--- config.mk ---
export PLATFORM = sky130hd
export DESIGN_NAME = dual_alarm_cmp
export DESIGN_NICKNAME = d
export VERILOG_FILES = /design/src/rtl/dual_alarm_cmp.sv
export SDC_FILE = /design/constraint.sdc
export NUM_CORES = 1
export LEC_CHECK = 0
export BUFFER_PORTS_ARGS = -buffer_cell sky130_fd_sc_hd__buf_2
export CORE_MARGIN = 2
export CORE_UTILIZATION = 39
export CTS_BUF_LIST = sky130_fd_sc_hd__clkbuf_4 sky130_fd_sc_hd__clkbuf_8
export DETAILED_ROUTE_END_ITERATION = 8
export GPL_TIMING_DRIVEN = 1
export PLACE_DENSITY = 0.56
export SLEW_MARGIN = 0
export SYNTH_ARGS = -nofsm -noshare
export SYNTH_HDL_FRONTEND = slang
export SYNTH_SLANG_ARGS = --single-unit
--- constraint.sdc ---
create_clock -name clk -period 2.65 [get_ports clk]
set_input_delay 0.53 -clock clk [delete_from_list [all_inputs] [get_ports clk]]
set_output_delay 0.53 -clock clk [all_outputs]
set_load 0.01 [all_outputs]
--- src/rtl/dual_alarm_cmp.sv ---
module dual_alarm_cmp #(
  parameter int PULSE_LEN = 8
) (
  input  logic        clk,
  input  logic        rst_n,
  input  logic        tick,
  input  logic [63:0] now,
  input  logic        wr_en,
  input  logic [3:0]  wr_sel,
  input  logic [7:0]  wr_data,
  input  logic [3:0]  rd_sel,
  output logic [7:0]  rd_data,
  input  logic        stat_rd,
  input  logic        irq_pulse_mode,
  output logic [7:0]  status,
  output logic        irq_n
);
  localparam int NALM = 2;
  localparam int NBYTE = 8;
  localparam int CW = $clog2(PULSE_LEN + 1);
  localparam logic [NBYTE-1:0] CMP_MASK = 8'b0101_1111;

  logic [7:0] regs [NALM][NBYTE];
  logic [NALM-1:0][NBYTE-1:0] fld_en, fld_ok;
  logic [NALM-1:0] hit, flag;
  logic [CW-1:0] cnt;

  always_ff @(posedge clk or negedge rst_n)
    if (!rst_n) begin
      for (int a = 0; a < NALM; a++)
        for (int b = 0; b < NBYTE; b++) regs[a][b] <= '0;
    end else if (wr_en) begin
      regs[wr_sel[3]][wr_sel[2:0]] <= wr_data;
    end

  assign rd_data = regs[rd_sel[3]][rd_sel[2:0]];

  for (genvar a = 0; a < NALM; a++) begin : g_alm
    for (genvar b = 0; b < NBYTE; b++) begin : g_fld
      assign fld_en[a][b] = CMP_MASK[b] & regs[a][b][7];
      assign fld_ok[a][b] = !fld_en[a][b] || (regs[a][b][6:0] == now[8*b +: 7]);
    end
    assign hit[a] = (|fld_en[a]) && (&fld_ok[a]);

    always_ff @(posedge clk or negedge rst_n)
      if (!rst_n) flag[a] <= 1'b0;
      else if (tick && hit[a]) flag[a] <= 1'b1;
      else if (stat_rd) flag[a] <= 1'b0;

    assert_set_on_tick_R6: assert property (@(posedge clk) disable iff (!rst_n)
      $rose(flag[a]) |-> $past(tick));
    assert_sticky_R7: assert property (@(posedge clk) disable iff (!rst_n)
      (flag[a] && !stat_rd) |=> flag[a]);
    assert_clear_R8: assert property (@(posedge clk) disable iff (!rst_n)
      (stat_rd && !tick) |=> !flag[a]);
    assert_no_enable_R5: assert property (@(posedge clk) disable iff (!rst_n)
      (tick && !flag[a] && (fld_en[a] == '0)) |=> !flag[a]);
  end

  assign status = {1'b0, flag[1], flag[0], 5'b0};

  always_ff @(posedge clk or negedge rst_n)
    if (!rst_n) cnt <= '0;
    else if (tick && |hit) cnt <= CW'(PULSE_LEN);
    else if (cnt != '0) cnt <= cnt - 1'b1;

  assign irq_n = irq_pulse_mode ? (cnt == '0) : !(|flag);

  assert_pulse_start_R10: assert property (@(posedge clk) disable iff (!rst_n)
    (irq_pulse_mode && tick && |hit) |=> (!irq_n || !irq_pulse_mode));
endmodule

== After elaboration in Yosys (flattened, before gate mapping) ==
Index checks and enable logic that the tools add are counted.

* Flip-flop bits (word level): 134
* Bits in latches: 0
* Memory bits (writable): 0
* Memory bits (read-only): 0
* Input bits: 86
* Word-level logic and storage cells: 102
* Memories kept: 0

* Add/sub/neg operators: 1
* Multiply operators: 0
* Div/mod/pow operators: 0
* Order comparisons: 6
* Equality and inequality tests: 12
* Shift-type cells: 0
* Muxes and demuxes: 17
* Bitwise logic cells: 4
* Reduce and logical (&&, ||, !) cells: 43

{| class="wikitable"
|+ Operators by type and width
! cell !! count
|-
| two-way mux 64 bit || 4
|-
| bitwise mux 128 bit || 1
|-
| == test 7 bit || 12
|-
| demux 64 bit (select 1 bit) || 1
|-
| binary-select mux 8 bit (select 3 bit) || 1
|-
| demux 8 bit (select 3 bit) || 1
|-
| two-way mux 8 bit || 3
|-
| logical NOT 1 bit || 13
|-
| logical OR 1 bit || 12
|-
| AND reduction 6 bit || 2
|-
| OR reduction 6 bit || 2
|-
| >= comparator 4 bit (second input constant) || 2
|-
| two-way mux 4 bit || 2
|-
| NOT 3 -> 4 bit || 2
|-
| logical AND 1 bit || 7
|-
| nonzero test 2 bit || 3
|-
| >= comparator 2 bit (second input constant) || 2
|-
| logical NOT 4 bit || 1
|-
| < comparator 4 x 1 -> 1 bit (second input constant) || 1
|-
| two-way mux 1 bit || 4
|-
| NOT 1 -> 2 bit || 2
|-
| nonzero test 4 bit || 1
|-
| OR reduction 2 bit || 2
|-
| subtractor 4 x 1 -> 4 bit (second input constant) || 1
|-
| < comparator 2 x 1 -> 1 bit (second input constant) || 1
|}

== Longest topological paths before layout ==
Gate-level depths: netlist of run 1.

* Depth after elaboration: 8
* Gate-level depth with buffers: 7
* Depth with buffers taken out: 7

== Worst setup path before layout of run 1 ==
No wires, ideal clock.

* Kind: input-to-output
* Start point: input rd_sel[0]
* End point: output rd_data[3]
* Arrival time: 1.823 ns
* Slack: 0.297 ns
* Stages on the path: 4
* Buffers on the path: 2
* Path through: buf_6 buf_6 mux4_1 mux4_2

* Word-level cells in the longest chain between the ends: 4

{| class="wikitable"
|+ RTL lines
! item !! line !! RTL
|-
| start, declared || 11 || <nowiki>input logic [3:0] rd_sel,</nowiki>
|-
| NOT 3 -> 4 bit (implied by the code) || 36 || <nowiki>assign rd_data = regs[rd_sel[3]][rd_sel[2:0]];</nowiki>
|-
| binary-select mux 8 bit (select 3 bit) || 36 ||
|-
| two-way mux 8 bit (implied by the code) (2 in a row) || 36 ||
|-
| end, declared || 12 || <nowiki>output logic [7:0] rd_data,</nowiki>
|}

Every way passes these cells. The select of a mux whose other input is x is not followed.

== Final worst setup path of run 1 ==
* Start point: register regs[89] (netlist name)
* End point: output rd_data[1]

* Word-level cells in the longest chain between the ends: 6

{| class="wikitable"
|+ RTL lines
! item !! line !! RTL
|-
| start, declared || 23 || <nowiki>logic [7:0] regs [NALM][NBYTE];</nowiki>
|-
| start signal, assigned by index || 33 || <nowiki>regs[wr_sel[3]][wr_sel[2:0]] <= wr_data;</nowiki>
|-
| two-way mux 64 bit (implied by the code) (3 in a row) || 36 ||
|-
| binary-select mux 8 bit (select 3 bit) || 36 ||
|-
| two-way mux 8 bit (implied by the code) (2 in a row) || 36 ||
|}

Every way passes these cells. The select of a mux whose other input is x is not followed.

==> results of run 1 <==
[worst reg2reg max path, delay by kind of cell (launching register included)]
kind / cells / cell delay (ns)
compound gates: 1 / 0.48
flops: 1 / 0.39
simple gates: 4 / 0.69
buf+inv: 3 / 0.46
xor+xnor: 1 / 0.12
[layout make-up]
cell class / count / area (um^2)
fill: 1664 / 9620
multi-input combinational: 335 / 3600
sequential: 134 / 3350
timing repair buffer: 112 / 795
clock buffer: 25 / 307
tap: 229 / 287
clock inverter: 5 / 50.0
inverter: 3 / 11.3
antenna: 1 / 2.50
[cells in the mapped netlist (7+ instances only)]
cell and number:
buf_4 10, clkbuf_1 13, dfrtp_1 134, mux2_2 129, mux4_1 10, mux4_2 29
nand2b_1 7, nand4_1 12, nor2_1 12, o41ai_1 12, xnor2_1 49, xor2_1 36
[through the flow]
step | worst slack (ns) | cell area [um^2]
after floorplan | 0.297 | 7200
after global placement | -0.0579 | 7970
after detailed placement | -0.0656 | 7970
after CTS | -0.0442 | 8390
after global routing | -0.0793 | 8410
final | -0.0180 | 8410
[logic make-up after synthesis]
family	Yosys count	synth area share, %
multiplexers	169	33.3
flip-flops	134	46.7
XOR/XNOR	85	10.4
AND/OR/NAND/NOR	54	4.01
buffers and inverters	33	2.94
AO/OA/AOI/OAI	19	2.25
adder cells (fa/ha/maj)	2	0.348
other	1	0.0522
[per-layer routing]
metal | up-vias | part of all wire, % | global-route usage, %
met5 | - | 0 | 0
met4 | 0 | 1.6 | 6.63
met3 | 18 | 4.6 | 3.65
met2 | 125 | 47 | 32.8
met1 | 2409 | 47 | 29.5
li1 | 2041 | - | -
[state kept, by name, summed over array words and instances, names as in the netlist]
| name | cells |
|---|---|
| regs | 116 |
| status | 2 |
| fld_en | 12 |
| cnt | 4 |
[timing repair]
action | 4_1_cts | 5_1_grt
gates cloned | 1 | 0
buffers inserted | 3 | 3
resized for setup | 11 | 6
endpoints found under the setup margin | 8 | 5
hold endpoints to repair | 0 | 0
[path summary, 6_finish.rpt]
check / end / startpoint / slack (ns) / cells after the start
min: regs[10] / rst_n / 0.04 / 1
max: rd_data[1] / regs[89] / -0.02 / 3
max in group asynchronous: regs[25] / rst_n / 1.95 / 2
min reg2reg: regs[84] / regs[84] / 0.50 / 1
min in group clk: status[6] / stat_rd / 0.39 / 3
max reg2reg: cnt[0] / regs[25] / 0.41 / 9
[power groups by stage]
stage	combinational, mW	clock (mW)	sequential [mW]
after global routing	1.96	1.70	3.03
after CTS	1.80	1.61	2.96
after global placement	1.71	0	2.96
after detailed placement	1.75	0	2.99
final	1.81	1.57	2.96
after floorplan	1.24	0	2.85
==> impl_metrics.yaml, run 1 <==
status:
  status: "finished, violations left"
  violations: "negative setup slack"
setup_path:
  end_kind: "output pin"
  crit_path_top_delay_cell: "mux4_4"
  crit_required_ns: 2.12
  cp_top_family: "multiplexers"
  path_class: "flip-flop to output pin"
  cp.buffers_inverters: 1
  critPathMaxFanout: 2
  path_cells: "mux4_4, mux4_2, buf_6"
  slowest_delay_ns: 0.66
  startpoint_type: "flip-flop"
  worstPathArrival_ns: 2.14
synthesis:
  syn-mean-instance-area_um2: 14.4
  synth.ff_latch_count: 134
  synth_top_area_cell: "dfrtp_1"
  yosys-top-cells-area: "dfrtp_1 (47%), mux2_2 (20%), mux4_2 (9.1%)"
  yosys.cell_types.count: 33
  ys_seq_area_share_pct: 46.7
  syn_area_um2: 7180
  synth_edf_count: 0
  netlist_instances: 497
  synth-async-reset-ratio_pct: 100
  synth_top_area_share_pct: 46.7
  ys_warn_count: 0
  ys.flop_type: "dfrtp_1"
clock_network:
  path_clk_slew_ns: 0.06
  clock-sinks: 134
  clockBufferDepth: 2
  clock_latency_ns: 0.44
  cts_buffers: 17
  cts_tree: "done"
  h-tree-depth: 4
  ctsHoldBuffers: 0
  cts_root_buffer: "clkbuf_8"
layout:
  layout_common_cells: "dfrtp_1 (134), mux2_2 (129), buf_2 (69)"
  drive_gt1_share_pct: 50.3
  nNetsFinal: 691
  final_common_cell: "dfrtp_1"
  area_growth_pct: 17.1
  fin_cells: 844
  final_util_pct: 46.7
power:
  internal_power_mw: 4.43
  seq_power_share_pct: 46.7
  irDropWorstVdd_uv: 350
  power.leakage_nw: 3.62
  p_sw_share_pct: 30.2
  switchingPower_mw: 1.92
  total_power_mw: 6.35
  p_clk_share_pct: 24.8
  p_comb_share_pct: 28.5
  power_density_nw_per_um2: 755
global_routing:
  grt.total_usage_pct: 20.8
  overflow: 0
  grt_max_degree: 53
  antenna_found_initial: 2
  grt_pass1_vias: 5012
  grt_pass1_wl_um: 30200
place:
  dpl.cell_count: 806
  place.gp.congestion: 0.825
  portBuffers: 74
  dp_hpwl_um: 14100
timing:
  worst_slack_ns: -0.0180
  finalCritPeriodShare_pct: 101
  worst_pin_slew_ns: 0.721
  setup_tns_ns: -0.0247
  slew_viol_final: 0
  finalHoldViolations: 0
  fmax_ghz: 0.375
  max_slew_margin_pct: 51.8
  setup_viol: 2
  hold_slack_ns: 0.0381
  fin_skew_ns: 0.00654
  rsz0062_at_grt: "yes"
  finalCriticalPeriod_ns: 2.67
floorplan:
  die_h_um: 140
  dieArea_um2: 19500
  rows: 49
  die_w_um: 140
  io_pins: 103
  start_util_pct: 39.8
  coreArea_um2: 18000
detailed_routing:
  wirelength_um: 19200
  drtAntennaViolNets: 0
  drt_pre_antenna_iters: 4
  via_per_inst: 5.44
  vias: 4593
  drt_iter0_drc: 225
  wl_per_cell_um: 22.8
  remaining_drc_errors: 0
min_path:
  hp-class: "input port to async pin"
job:
  maxCapViolCount: 0
No activity file was read; power rests on OpenSTA's default activity.
==> inputs of run 2 (changes only) <==
--- a/config.mk
+++ b/config.mk
@@ -6,12 +6,14 @@
 export NUM_CORES = 1
 export LEC_CHECK = 0
 export BUFFER_PORTS_ARGS = -buffer_cell sky130_fd_sc_hd__buf_2
+export CAP_MARGIN = 20
 export CORE_MARGIN = 2
 export CORE_UTILIZATION = 39
 export CTS_BUF_LIST = sky130_fd_sc_hd__clkbuf_4 sky130_fd_sc_hd__clkbuf_8
 export DETAILED_ROUTE_END_ITERATION = 8
 export GPL_TIMING_DRIVEN = 1
 export PLACE_DENSITY = 0.56
+export RECOVER_POWER = 100
 export SLEW_MARGIN = 0
 export SYNTH_ARGS = -nofsm -noshare
 export SYNTH_HDL_FRONTEND = slang
==> impl_metrics.yaml, run 2 (synthesized netlist as in run 1, its figures left out) <==
place:
  place.gp.congestion: 0.825
  dp_hpwl_um: 14100
  place_ws_ns: -0.0656
  dpl-instance-area_um2: 7970
  portBuffers: 74
timing:
  slew_viol_final: 0
  worst_pin_slew_ns: 1.31
  finalCritPeriodShare_pct: 101
  rsz0062_at_grt: "yes"
  fin_skew_ns: 0.00660
  max_slew_margin_pct: 13.0
  finalHoldViolations: 0
  worst_slack_ns: -0.0176
  fmax_ghz: 0.375
  setup_viol: 1
  finalCriticalPeriod_ns: 2.67
  hold_slack_ns: 0.378
status:
  status: "finished, violations left"
  violations: "negative setup slack"
detailed_routing:
  drt_pre_antenna_iters: 4
  drt-met1-wl_um: 8840
  maxUsedRoutingLayer: "met4"
  remaining_drc_errors: 0
  wl_per_cell_um: 22.8
  met2_length_um: 9160
  drt_iter0_drc: 242
  via_per_inst: 5.46
  wirelength_um: 19200
  vias: 4611
  wl_met3_um: 952
  drtAntennaViolNets: 0
layout:
  layout_common_cells: "dfrtp_1 (134), mux2_2 (129), buf_2 (66)"
  area_growth_pct: 15.9
  nNetsFinal: 691
  final_common_cell: "dfrtp_1"
  final_util_pct: 46.2
  fillers: 1678
  regMostFlops: "regs"
  stdcell_area_um2: 8320
  largest_reg_flops: 116
  drive_gt1_share_pct: 47.1
clock_network:
  clock-sinks: 134
  cts_root_buffer: "clkbuf_8"
  h-tree-depth: 4
  cts_buffers: 17
  ctsHoldBuffers: 0
  path_clk_slew_ns: 0.06
  clock_latency_ns: 0.44
  clockBufferDepth: 2
  cts_tree: "done"
setup_path:
  crit_required_ns: 2.12
  critPathMaxFanout: 2
  worstPathArrival_ns: 2.14
  timing.rr.start: "regs[25]"
  end_kind: "output pin"
  worstSetupStartpoint: "regs[89]"
  path_class: "flip-flop to output pin"
  startpoint_type: "flip-flop"
global_routing:
  grt.total_usage_pct: 20.8
  antenna_found_initial: 2
  grt_pass1_vias: 5012
  grt_max_degree: 53
  grt_pass1_wl_um: 30200
  overflow: 0
floorplan:
  io_pins: 103
  coreArea_um2: 18000
  dieArea_um2: 19500
  rows: 49
  start_util_pct: 39.8
  die_w_um: 140
  die_h_um: 140
power:
  power_density_nw_per_um2: 762
  irDropWorstVdd_uv: 347
  power.leakage_nw: 3.54
job:
  maxCapViolCount: 0
min_path:
  hp-class: "input port to async pin"
[run 2: final cells by class]
class	count	area, um^2	share of cell area (%)
clock inverters	5	50.0	0.601
clock buffers	25	307	3.68
well taps	229	287	3.44
repair buffers	112	708	8.51
diodes	1	2.50	0.0301
flip-flops and latches	134	3350	40.3
inverters	3	11.3	0.135
multi-input cells	335	3600	43.3
[run 2: routing by layer]
metal	global-route usage, %	up-vias
met4	6.63	0
met3	3.65	16
met1	29.5	2424
met2	32.8	129
li1	-	2042
met5	0	-
[run 2: stage by stage]
step	cells	setup TNS [ns]	total power, mW
after floorplan	502	0	4.09
after global placement	806	-0.260	4.67
after detailed placement	806	-0.337	4.74
after CTS	840	-0.0953	6.37
after global routing	843	-0.123	6.67
final	844	-0.0176	6.34
[run 2: final timing paths]
kind	endpoint	slack (ns)	cells after the start
max in group asynchronous	fld_en[0]	0.52	2
max	rd_data[1]	-0.02	3
min in group clk	status[6]	0.39	3
min	regs[10]	0.38	1
max reg2reg	cnt[0]	0.27	9
min reg2reg	regs[84]	0.50	1
[run 2: worst max-delay path: stages (launching register included)]
cell and delay [ns]:
dfrtp_1 0.40, mux4_4 0.66, mux4_2 0.51, buf_6 0.14
[run 2: what timing repair did]
item / in CTS / in global routing
endpoints found under the setup margin: 8 / 5
buffers inserted: 3 / 3
gates cloned: 1 / 0
resized for setup: 11 / 6
pin swaps: 0 / 0
[run 2: where the power goes]
part	switching, mW	total, mW	internal (mW)	leakage, nW
registers	0.424	2.96	2.54	1.65
logic	0.756	1.80	1.04	1.70
clock network	0.740	1.58	0.837	0.194
total	1.92	6.34	4.42	3.54
